===== src/rtl/split_cs_pkg.sv =====
package split_cs_pkg;
  typedef enum logic [1:0] {
    SPACE_NONE = 2'd0,
    SPACE_MEM  = 2'd1,
    SPACE_IO   = 2'd2,
    SPACE_ERR  = 2'd3
  } space_e;

  typedef struct packed {
    logic ram;
    logic win;
    logic port;
  } cs_t;
endpackage


===== src/rtl/space_classify.sv =====
module space_classify
  import split_cs_pkg::*;
(
  input  logic   mreq_i,
  input  logic   ioreq_i,
  input  logic   rd_i,
  input  logic   wr_i,
  output space_e space_o
);
  logic strobe;
  assign strobe = rd_i | wr_i;

  always_comb begin
    space_o = SPACE_NONE;
    if (mreq_i && ioreq_i)  space_o = SPACE_ERR;
    else if (mreq_i && strobe) space_o = SPACE_MEM;
    else if (ioreq_i && strobe) space_o = SPACE_IO;
  end
endmodule


===== src/rtl/cs_select.sv =====
module cs_select
  import split_cs_pkg::*;
#(
  parameter int unsigned AW       = 16,
  parameter int unsigned WIN_BITS = 2
) (
  input  space_e           space_i,
  input  logic [AW-1:0]    addr_i,
  input  logic             shadow_i,
  output cs_t              cs_o
);
  localparam int unsigned TOP = AW - WIN_BITS;

  logic in_win;
  assign in_win = &addr_i[AW-1:TOP];

  always_comb begin
    cs_o = '0;
    unique case (space_i)
      SPACE_MEM: begin
        if (in_win && !shadow_i) cs_o.win = 1'b1;
        else                     cs_o.ram = 1'b1;
      end
      SPACE_IO:  cs_o.port = ~addr_i[0];
      default:   cs_o = '0;
    endcase
  end

  always_comb begin
    a_onehot_r8: assert ($onehot0(cs_o));
  end
endmodule


===== src/rtl/shadow_reg.sv =====
module shadow_reg (
  input  logic clk_i,
  input  logic rst_ni,
  input  logic load_i,
  input  logic d_i,
  output logic q_o
);
  always_ff @(posedge clk_i or negedge rst_ni) begin
    if (!rst_ni)     q_o <= 1'b0;
    else if (load_i) q_o <= d_i;
  end

  p_hold_r6: assert property (@(posedge clk_i) disable iff (!rst_ni)
    !load_i |=> $stable(q_o));
endmodule


===== src/rtl/split_cs_decoder.sv =====
module split_cs_decoder
  import split_cs_pkg::*;
#(
  parameter int unsigned AW       = 16,
  parameter int unsigned DW       = 8,
  parameter int unsigned WIN_BITS = 2
) (
  input  logic          clk_i,
  input  logic          rst_ni,
  input  logic [AW-1:0] addr_i,
  input  logic [DW-1:0] data_i,
  input  logic          mreq_i,
  input  logic          ioreq_i,
  input  logic          rd_i,
  input  logic          wr_i,
  output logic          ram_cs_o,
  output logic          win_cs_o,
  output logic          port_cs_o,
  output logic          proto_err_o,
  output logic          shadow_o
);
  space_e space;
  cs_t    cs;
  logic   shadow_q;

  space_classify i_classify (
    .mreq_i (mreq_i),
    .ioreq_i(ioreq_i),
    .rd_i   (rd_i),
    .wr_i   (wr_i),
    .space_o(space)
  );

  cs_select #(.AW(AW), .WIN_BITS(WIN_BITS)) i_select (
    .space_i (space),
    .addr_i  (addr_i),
    .shadow_i(shadow_q),
    .cs_o    (cs)
  );

  shadow_reg i_shadow (
    .clk_i (clk_i),
    .rst_ni(rst_ni),
    .load_i(cs.port & wr_i),
    .d_i   (data_i[0]),
    .q_o   (shadow_q)
  );

  assign ram_cs_o    = cs.ram;
  assign win_cs_o    = cs.win;
  assign port_cs_o   = cs.port;
  assign proto_err_o = mreq_i & ioreq_i;
  assign shadow_o    = shadow_q;

  p_err_quiet_r7: assert property (@(posedge clk_i) disable iff (!rst_ni)
    (mreq_i && ioreq_i) |-> !(ram_cs_o || win_cs_o || port_cs_o));
  p_no_strobe_r5: assert property (@(posedge clk_i) disable iff (!rst_ni)
    !(rd_i || wr_i) |-> !(ram_cs_o || win_cs_o || port_cs_o));
  p_io_no_mem_r9: assert property (@(posedge clk_i) disable iff (!rst_ni)
    !mreq_i |-> !(ram_cs_o || win_cs_o));
  p_mem_no_port_r9: assert property (@(posedge clk_i) disable iff (!rst_ni)
    !ioreq_i |-> !port_cs_o);
  p_port_even_r4: assert property (@(posedge clk_i) disable iff (!rst_ni)
    port_cs_o |-> !addr_i[0]);
  p_win_top_r2: assert property (@(posedge clk_i) disable iff (!rst_ni)
    win_cs_o |-> (&addr_i[AW-1:AW-WIN_BITS] && !shadow_o));
  p_shadow_load_r6: assert property (@(posedge clk_i) disable iff (!rst_ni)
    (port_cs_o && wr_i) |=> (shadow_o == $past(data_i[0])));
endmodule


===== config.mk =====
export PLATFORM = sky130hd
export DESIGN_NAME = split_cs_decoder
export DESIGN_NICKNAME = d
export VERILOG_FILES = /design/src/rtl/split_cs_pkg.sv /design/src/rtl/space_classify.sv /design/src/rtl/cs_select.sv /design/src/rtl/shadow_reg.sv /design/src/rtl/split_cs_decoder.sv
export SDC_FILE = /design/constraint.sdc
export NUM_CORES = 1
export LEC_CHECK = 0
export BUFFER_PORTS_ARGS = -buffer_cell sky130_fd_sc_hd__buf_4
export CORE_AREA = 2 2 39 41
export CTS_CLUSTER_DIAMETER = 40
export DETAILED_ROUTE_END_ITERATION = 8
export DIE_AREA = 0 0 41 43
export PLACE_DENSITY = 0.4
export SLEW_MARGIN = 25
export SYNTH_ARGS = -nofsm -noshare
export SYNTH_HDL_FRONTEND = slang
export SYNTH_SLANG_ARGS = --single-unit

===== constraint.sdc =====
create_clock -name clk_i -period 1 [get_ports clk_i]
set_input_delay 0.05 -clock clk_i [delete_from_list [all_inputs] [get_ports clk_i]]
set_output_delay 0.05 -clock clk_i [all_outputs]
set_load 0.01 [all_outputs]

==> run metrics, run 1 <==
full die area=0.001763 mm2; Peak supply drop=0.1377 mV; Top Registers=i_shadow.q_o: 1 flops; syn_area_per_cell=10.84 um2; setup repair bufs after CTS=0; Post-DP Area=242.7 um2; wire length per cell=about 10 um; period utilisation layout=98.64%; Top Ports=35; crit path max fanout=2; Post-synth top flop=dfrtp_1; Routed WL=412 um; sequential-to-total area share from yosys stat=25.64%; worst path bufs/invs=1; Final nets=57; Antenna Cells=0; most common cell in the netlist=nor4b_1; Clk pin slew, worst setup/hold paths=0 ns; nature of the critical path endpoint=output pin; crit-path cells=nand3b_1, nor4b_2, buf_4; family with the most delay on the worst path=simple AND/OR/NAND/NOR gates; Final Critical Period=between 0.9 and 1 ns; vias in the first global route=128; GPL Wtd Cong=0.6187; Sw Share=24.77%; Pre-antenna DRT Iters=2; initial core utilization=7.052%; outcome=completed; internal power=between 0.1 and 0.15 mW; Reg power frac=31.5%; Clock Latency Late Sink=0 ns; Setup crit end=win_cs_o; I/O Buffers=14; CP Depth=3; global-route usage over all layers=~4.7%; initial antenna violation count=0; placed cell count=40; non-filler instance count after layout=41; post-layout util=18.26%; Crit path largest cell delay=0.35 ns; WP data arrival=0.94 ns; Switch Pwr=0.04233 mW; CP Launch Point=i_shadow.q_o$_DFFE_PN0P_; Antenna Nets Post-Route=0; row cnt=14; Most flops, register=i_shadow.q_o; hold crit path type=in -> reg; slew margin rel.=roughly four fifths; post-synth top area share=25.64%; via count=140; first-pass GRT wire length=around 600 um; max reg flops=1; Mapped Cells=9; Crit Reg-Reg Startpoint=i_shadow.q_o$_DFFE_PN0P_; flop-to-flop setup slack=0.14 ns; count of cells resized by post-cts repair=0; crit path kind=reg -> out; synth top area cells=dfrtp_1 26%, nor4b_1 18%, mux2_4 15%, and4bb_1 13%, nor4bb_1 10%; clock skew=0 ns; Hold Fails Final Rpt=0; Residual DRC=0; PD cells=slightly below 700 mW/mm2; logic gate share of total power=68.5%; worst r2r path cells=2; clock share of power=0%; core area=0.001384 mm2; Worst Slack Setup Final=0.01358 ns; worst slew pin tran=approximately 0.28 ns; Req. time, crit path=0.95 ns; RSZ-0062 raised after global routing=yes; Area growth syn-to-layout=159.0%; async set-reset flop share out of synthesis=100.0%; Distinct cells, synth=8; yosys warns=0; Post-Syn Area=97.59 um2; Synth Net Count=39; leakage power=0.1182 nW; Setup WS pre-CTS=~0.02 ns; DR vias/cell=approximately 3.4; endpoints failing setup=0; f_max=1014 MHz; FF-to-FF End=i_shadow.q_o$_DFFE_PN0P_; Post-DP HPWL=around 380 um; total grt overflow=0; Max Cap Violations=0; final instance area=about 250 um2; Power, Total=0.1709 mW; Fill cells=150; share of cells above drive strength 1=around 72%; crit start category=flop; number of flops mapped to enable cells by yosys=0; Max Transition Viols Final=0; Die W=roughly 41 um; initial DRC count=3; Slowest cell on crit path=dfrtp_1; largest net degree at the start of global routing=6; Die H=43 um; synthesis-stage register bit count=1; dominant cell type by area after synthesis=dfrtp_1
==> logic make-up after synthesis <==
family,after synthesis,share of synthesized area [%]
multiplexers,1,15.38
flip-flops,1,25.64
AND/OR/NAND/NOR,7,58.98
==> layout by cell type (no fill, tap or decap), drive strengths merged <==
| cell | count |
|---|---|
| nand3b | 1 |
| dlygate4sd3 | 1 |
| mux2 | 1 |
| nor4bb | 1 |
| dfrtp | 1 |
| nor4b | 2 |
| and2 | 1 |
| and4bb | 1 |
| buf | 15 |
| nor2 | 1 |
==> worst register-to-register path, delay by kind of cell (launching register included) <==
kind,cells,cell delay (ns)
flip-flops,1,0.35
buffers and inverters,1,0.13
multiplexers,1,0.26
==> area by class of cell <==
cell class	instances	area (um2)	share of cell area, %
Sequential cell	1	25.02	9.901
Timing Repair Buffer	16	122.6	48.52
Multi-Input combinational cell	8	85.08	33.66
Tap cell	16	20.02	7.921
==> worst min-delay path by stage <==
stage	endpoint	slack [ns]	start	cells after the start
finish	i_shadow.q_o$_DFFE_PN0P_	0.29	data_i[0]	2
global route	i_shadow.q_o$_DFFE_PN0P_	0.29	data_i[0]	2
CTS	i_shadow.q_o$_DFFE_PN0P_	0.29	data_i[0]	2
detailed placement	i_shadow.q_o$_DFFE_PN0P_	-0.17	rst_ni	1
global placement	i_shadow.q_o$_DFFE_PN0P_	-0.17	rst_ni	1
floorplan	i_shadow.q_o$_DFFE_PN0P_	-0.25	rst_ni	0
==> metal layers <==
| layer | wire length, um | global-route usage (%) | part of all wire, % | vias up |
|---|---|---|---|---|
| met2 | 103 | 5.000 | 25 | 15 |
| met5 | 0 | 0 | 0 | - |
| met1 | 209 | 7.937 | 51 | 56 |
| met3 | 99 | 3.141 | 24 | 0 |
| li1 | - | - | - | 69 |
| met4 | 0 | 0 | 0 | 0 |
==> power by group through the flow <==
stage	clock (mW)	sequential, mW	combinational [mW]
after global placement	0	0.0533	0.114
final	0	0.0538	0.117
after detailed placement	0	0.0536	0.116
after global routing	0	0.0550	0.129
after CTS	0	0.0538	0.119
after floorplan	0	0.0600	0.0357
==> through the flow <==
stage	hold WS, ns	setup TNS (ns)
3_3_place_gp	-0.1718	0
4_1_cts	0.2873	0
5_1_grt	0.2906	-0.09947
6_report	0.2854	0
2_1_floorplan	-0.2456	0
3_5_place_dp	-0.1718	0
==> what timing repair did <==
| action | 4_1_cts | 5_1_grt |
|---|---|---|
| hold endpoints to repair | 1 | 0 |
| endpoints found under the setup margin | 0 | 2 |
| hold buffers | 1 | 0 |
(Power assumes the default switching activity.)
==> inputs of run 2 (changes only) <==
- PLACE_DENSITY: 0.4 -> default
==> run 2 against run 1 <==
  * Via count fell by 0.71%
  * Sequential share of layout area is the same
  * First-iteration DRC count fell by 67%
  * Routed wire length fell by 11%
  * Total power rose by 0.18%
  * Clock skew stayed put
  * Die area is the same
  * Utilization is the same
  * Register-to-register slack is essentially flat
  * Sequential cell count unchanged
  * Setup slack improved by 0.033 ns
  * Largest cell class unchanged
  * Largest power group unchanged
  * Highest routed layer unchanged
==> run metrics, run 2 (synthesis results as in run 1) <==
outcome=completed; Area growth syn-to-layout=159.0%; RSZ-0062 raised after global routing=yes; core area=0.001384 mm2; PD cells=677.4 mW/mm2; Pre-antenna DRT Iters=2; Most flops, register=i_shadow.q_o; Max Transition Viols Final=0; Clock Latency Late Sink=0 ns; initial DRC count=1; period utilisation layout=approximately 95%; worst slew pin tran=~0.30 ns; Final nets=57; row cnt=14; initial antenna violation count=0; Die H=around 43 um; vias in the first global route=113; clock skew=0 ns; Req. time, crit path=0.95 ns; endpoints failing setup=0; placed cell count=40; Final Critical Period=0.9538 ns; Top Ports=35; Power, Total=roughly 0.17 mW; global-route usage over all layers=4.404%; Post-DP HPWL=between 300 and 400 um; grt met1 use=slightly below 9%; DR vias/cell=3.390; Peak supply drop=0.1982 mV; nature of the critical path endpoint=output pin; f_max=1048 MHz; leakage power=0.1181 nW; non-filler instance count after layout=41; full die area=0.001763 mm2; Fill cells=around 160; Die W=41 um; via count=139; M3 GR Usage=about 1.6%; Antenna Cells=0; Clk pin slew, worst setup/hold paths=0 ns; M2 GR Usage=4.063%; Antenna Nets Post-Route=0; worst hold path stage count=2; largest net degree at the start of global routing=6; setup repair bufs after CTS=0; I/O Buffers=14; first-pass GRT wire length=around 560 um; crit start category=flop; most common cell after layout, fill and taps aside=buf_4; share of cells above drive strength 1=72.00%; count of cells resized by post-cts repair=0; Max Cap Violations=0; hold crit path type=in -> reg; Residual DRC=0; GPL Wtd Cong=0.5725; initial core utilization=7.052%; wire length per cell=8.902 um; crit path kind=reg -> out; crit path max fanout=2; busiest grt layer=met1; Hold Fails Final Rpt=0; total grt overflow=0; WP data arrival=0.90 ns; max reg flops=1; worst r2r path cells=2; slew margin rel.=between 80 and 90%; Top Registers=i_shadow.q_o: 1 flops; Routed WL=365 um
-- run 2: worst paths after layout --
| path | start | end | slack [ns] |
|---|---|---|---|
| setup / recovery | i_shadow.q_o$_DFFE_PN0P_ | win_cs_o | 0.05 |
| hold / removal | data_i[0] | i_shadow.q_o$_DFFE_PN0P_ | 0.29 |
| setup reg to reg | i_shadow.q_o$_DFFE_PN0P_ | i_shadow.q_o$_DFFE_PN0P_ | 0.14 |
| hold reg to reg | i_shadow.q_o$_DFFE_PN0P_ | i_shadow.q_o$_DFFE_PN0P_ | 0.59 |
| max in group asynchronous | rst_ni | i_shadow.q_o$_DFFE_PN0P_ | 0.54 |
| min in group asynchronous | rst_ni | i_shadow.q_o$_DFFE_PN0P_ | 0.38 |
-- run 2: layout make-up --
class / count / area (um2) / area share, %
Multi-Input combinational cell: 8 / 85.08 / 33.66
Sequential cell: 1 / 25.02 / 9.901
Tap cell: 16 / 20.02 / 7.921
Timing Repair Buffer: 16 / 122.6 / 48.52
-- run 2: worst max-delay path, stage by stage (launching register included) --
cell and delay, ns:
dfrtp_1 0.35, nand3b_1 0.17, nor4b_2 0.22, buf_4 0.16
-- run 2: metrics by stage --
stage / hold WS [ns] / area [um2] / setup TNS, ns / setup slack, ns / util (%)
after floorplan: -0.2456 / 110.1 / 0 / 0.04375 / -
after global placement: -0.1696 / 242.7 / 0 / 0.06303 / 17.54
after detailed placement: -0.1730 / 242.7 / 0 / 0.04339 / 17.54
after CTS: 0.2888 / 252.7 / 0 / 0.04065 / 18.26
after global routing: 0.2956 / 252.7 / -0.009049 / -0.009049 / 18.26
final: 0.2889 / 252.7 / 0 / 0.04623 / 18.26
-- run 2: metal layers --
metal | up-vias | share of wire (%)
met5 | - | 0
met4 | 0 | 0
met3 | 0 | 27
met2 | 15 | 18
met1 | 54 | 55
li1 | 70 | -
-- run 2: repair_timing --
action                                 CTS  global route
hold buffers                             1             0
endpoints found under the hold margin    1             0
setup endpoints to repair                0             2
-- run 2: report_power, final --
group	switching, mW	internal [mW]	total, mW
clock	0	0	0
combinational	0.0393	0.0784	0.118
sequential	0.00338	0.0501	0.0535
total	0.0426	0.129	0.171
==> inputs of run 3 (changes only) <==
- clock period: 1 -> 0.96 ns (I/O delays scaled with it)
==> run 3 against run 2 <==
  * The flow now finishes with violations (setup timing)
  * Sequential power grew 4.7%
  * First-iteration DRC count shrank 100%
  * Sequential cell count is the same
  * Cell area is the same
  * Register-to-register slack lost 0.04 ns
  * Via count grew 0.72%
  * Cell count is the same
  * Routed wire length grew 7.7%
  * Critical endpoint unchanged
  * Highest routed layer unchanged
==> run metrics, run 3 (synthesis results as in run 1) <==
outcome=finished with violations; failing checks=setup timing; row cnt=14; Post-DP HPWL=~370 um; wire length per cell=9.585 um; Register Area=25.02 um2; Clk pin slew, worst setup/hold paths=0 ns; Post-DP Area=242.7 um2; Final Critical Period=0.9680 ns; Peak supply drop=approximately 0.28 mV; Reg power frac=31.4%; via count=140; area of the multi-input gates=85.08 um2; RSZ-0062 raised after global routing=yes; Final nets=57; crit-path cells=nand3b_1, nor4b_2, buf_4; leakage power=0.1182 nW; slew margin rel.=79.74%; Worst Slack Setup Final=-0.007985 ns; Power, Total=between 0.15 and 0.2 mW; vias in the first global route=135; Top Registers=i_shadow.q_o: 1 flops; first-pass GRT wire length=586 um; Residual DRC=0; nature of the critical path endpoint=output pin; Fill cells=about 160; Top Ports=35; DR vias/cell=3.415; Req. time, crit path=0.91 ns; clock share of power=0%; Switch Pwr=0.04425 mW; worst slew pin tran=0.3028 ns; final instance area=252.7 um2; Slowest cell on crit path=dfrtp_1; hold crit path type=in -> reg; crit start category=flop; global-route usage over all layers=~4.7%; Most flops, register=i_shadow.q_o; most common cell after layout, fill and taps aside=buf_4; Hold Fails Final Rpt=0; I/O Buffers=14; logic gate share of total power=68.6%; Area growth syn-to-layout=159.0%; f_max=1033 MHz; crit path max fanout=2; crit path kind=reg -> out; Sw Share=24.83%; period utilisation layout=100.8%; Clock Latency Late Sink=0 ns; count of cells resized by post-cts repair=0; Pre-antenna DRT Iters=1; worst path bufs/invs=1; largest net degree at the start of global routing=6; Die W=approximately 41 um; Crit path largest cell delay=0.35 ns; endpoints failing setup=1; Max Cap Violations=0; initial antenna violation count=0; GPL Wtd Cong=around 0.57; Max Transition Viols Final=0; Antenna Cells=0; setup repair bufs after CTS=0; clock skew=0 ns; family with the most delay on the worst path=simple AND/OR/NAND/NOR gates; Routed WL=393 um; full die area=roughly 0.0018 mm2; WP data arrival=about 0.92 ns; Antenna Nets Post-Route=0; total grt overflow=0; initial DRC count=0; Die H=43 um; internal power=between 0.1 and 0.15 mW; core area=0.001384 mm2; PD cells=705.1 mW/mm2; Setup WS pre-CTS=-0.02066 ns; max reg flops=1; share of cells above drive strength 1=72.00%; initial core utilization=7.052%
-- run 3: per-stage QoR --
stage	setup TNS [ns]	hold slack, ns	utilization, %	std cells
4_1_cts	-0.02066	0.2842	18.26	41
5_1_grt	-0.1067	0.2910	18.26	41
3_5_place_dp	-0.02066	-0.1738	17.54	40
3_3_place_gp	0	-0.1717	17.54	40
6_report	-0.007985	0.2819	18.26	41
2_1_floorplan	0	-0.2476	-	9
-- run 3: cell type report --
cell class,instances,area share (%)
Sequential cell,1,9.901
Tap cell,16,7.921
Timing Repair Buffer,16,48.52
Multi-Input combinational cell,8,33.66
-- run 3: timing repair --
| item | 4_1_cts | 5_1_grt |
|---|---|---|
| endpoints found under the setup margin | 1 | 2 |
| cloned | 0 | 0 |
| endpoints found under the hold margin | 1 | 0 |
| pin swaps | 0 | 0 |
| hold buffers | 1 | 0 |
-- run 3: per-layer routing --
layer | share of wire, % | vias to the layer above | track usage (%)
met2 | 25 | 15 | 6.250
met1 | 52 | 55 | 7.962
li1 | - | 70 | -
met5 | 0 | - | 0
met3 | 23 | 0 | 1.047
met4 | 0 | 0 | 0
-- run 3: final timing paths --
kind	slack, ns	startpoint	endpoint	depth (start not counted)
worst min-delay path	0.28	data_i[0]	i_shadow.q_o$_DFFE_PN0P_	2
worst min register to register	0.58	i_shadow.q_o$_DFFE_PN0P_	i_shadow.q_o$_DFFE_PN0P_	2
max in group asynchronous	0.48	rst_ni	i_shadow.q_o$_DFFE_PN0P_	2
worst max register to register	0.10	i_shadow.q_o$_DFFE_PN0P_	i_shadow.q_o$_DFFE_PN0P_	2
min in group asynchronous	0.39	rst_ni	i_shadow.q_o$_DFFE_PN0P_	2
worst max-delay path	-0.008	i_shadow.q_o$_DFFE_PN0P_	win_cs_o	3
-- run 3: power groups by stage --
stage	clock network, mW	logic (mW)	registers, mW
floorplan	0	0.0372	0.0624
global placement	0	0.120	0.0556
detailed placement	0	0.120	0.0563
CTS	0	0.124	0.0563
global route	0	0.132	0.0577
finish	0	0.122	0.0560
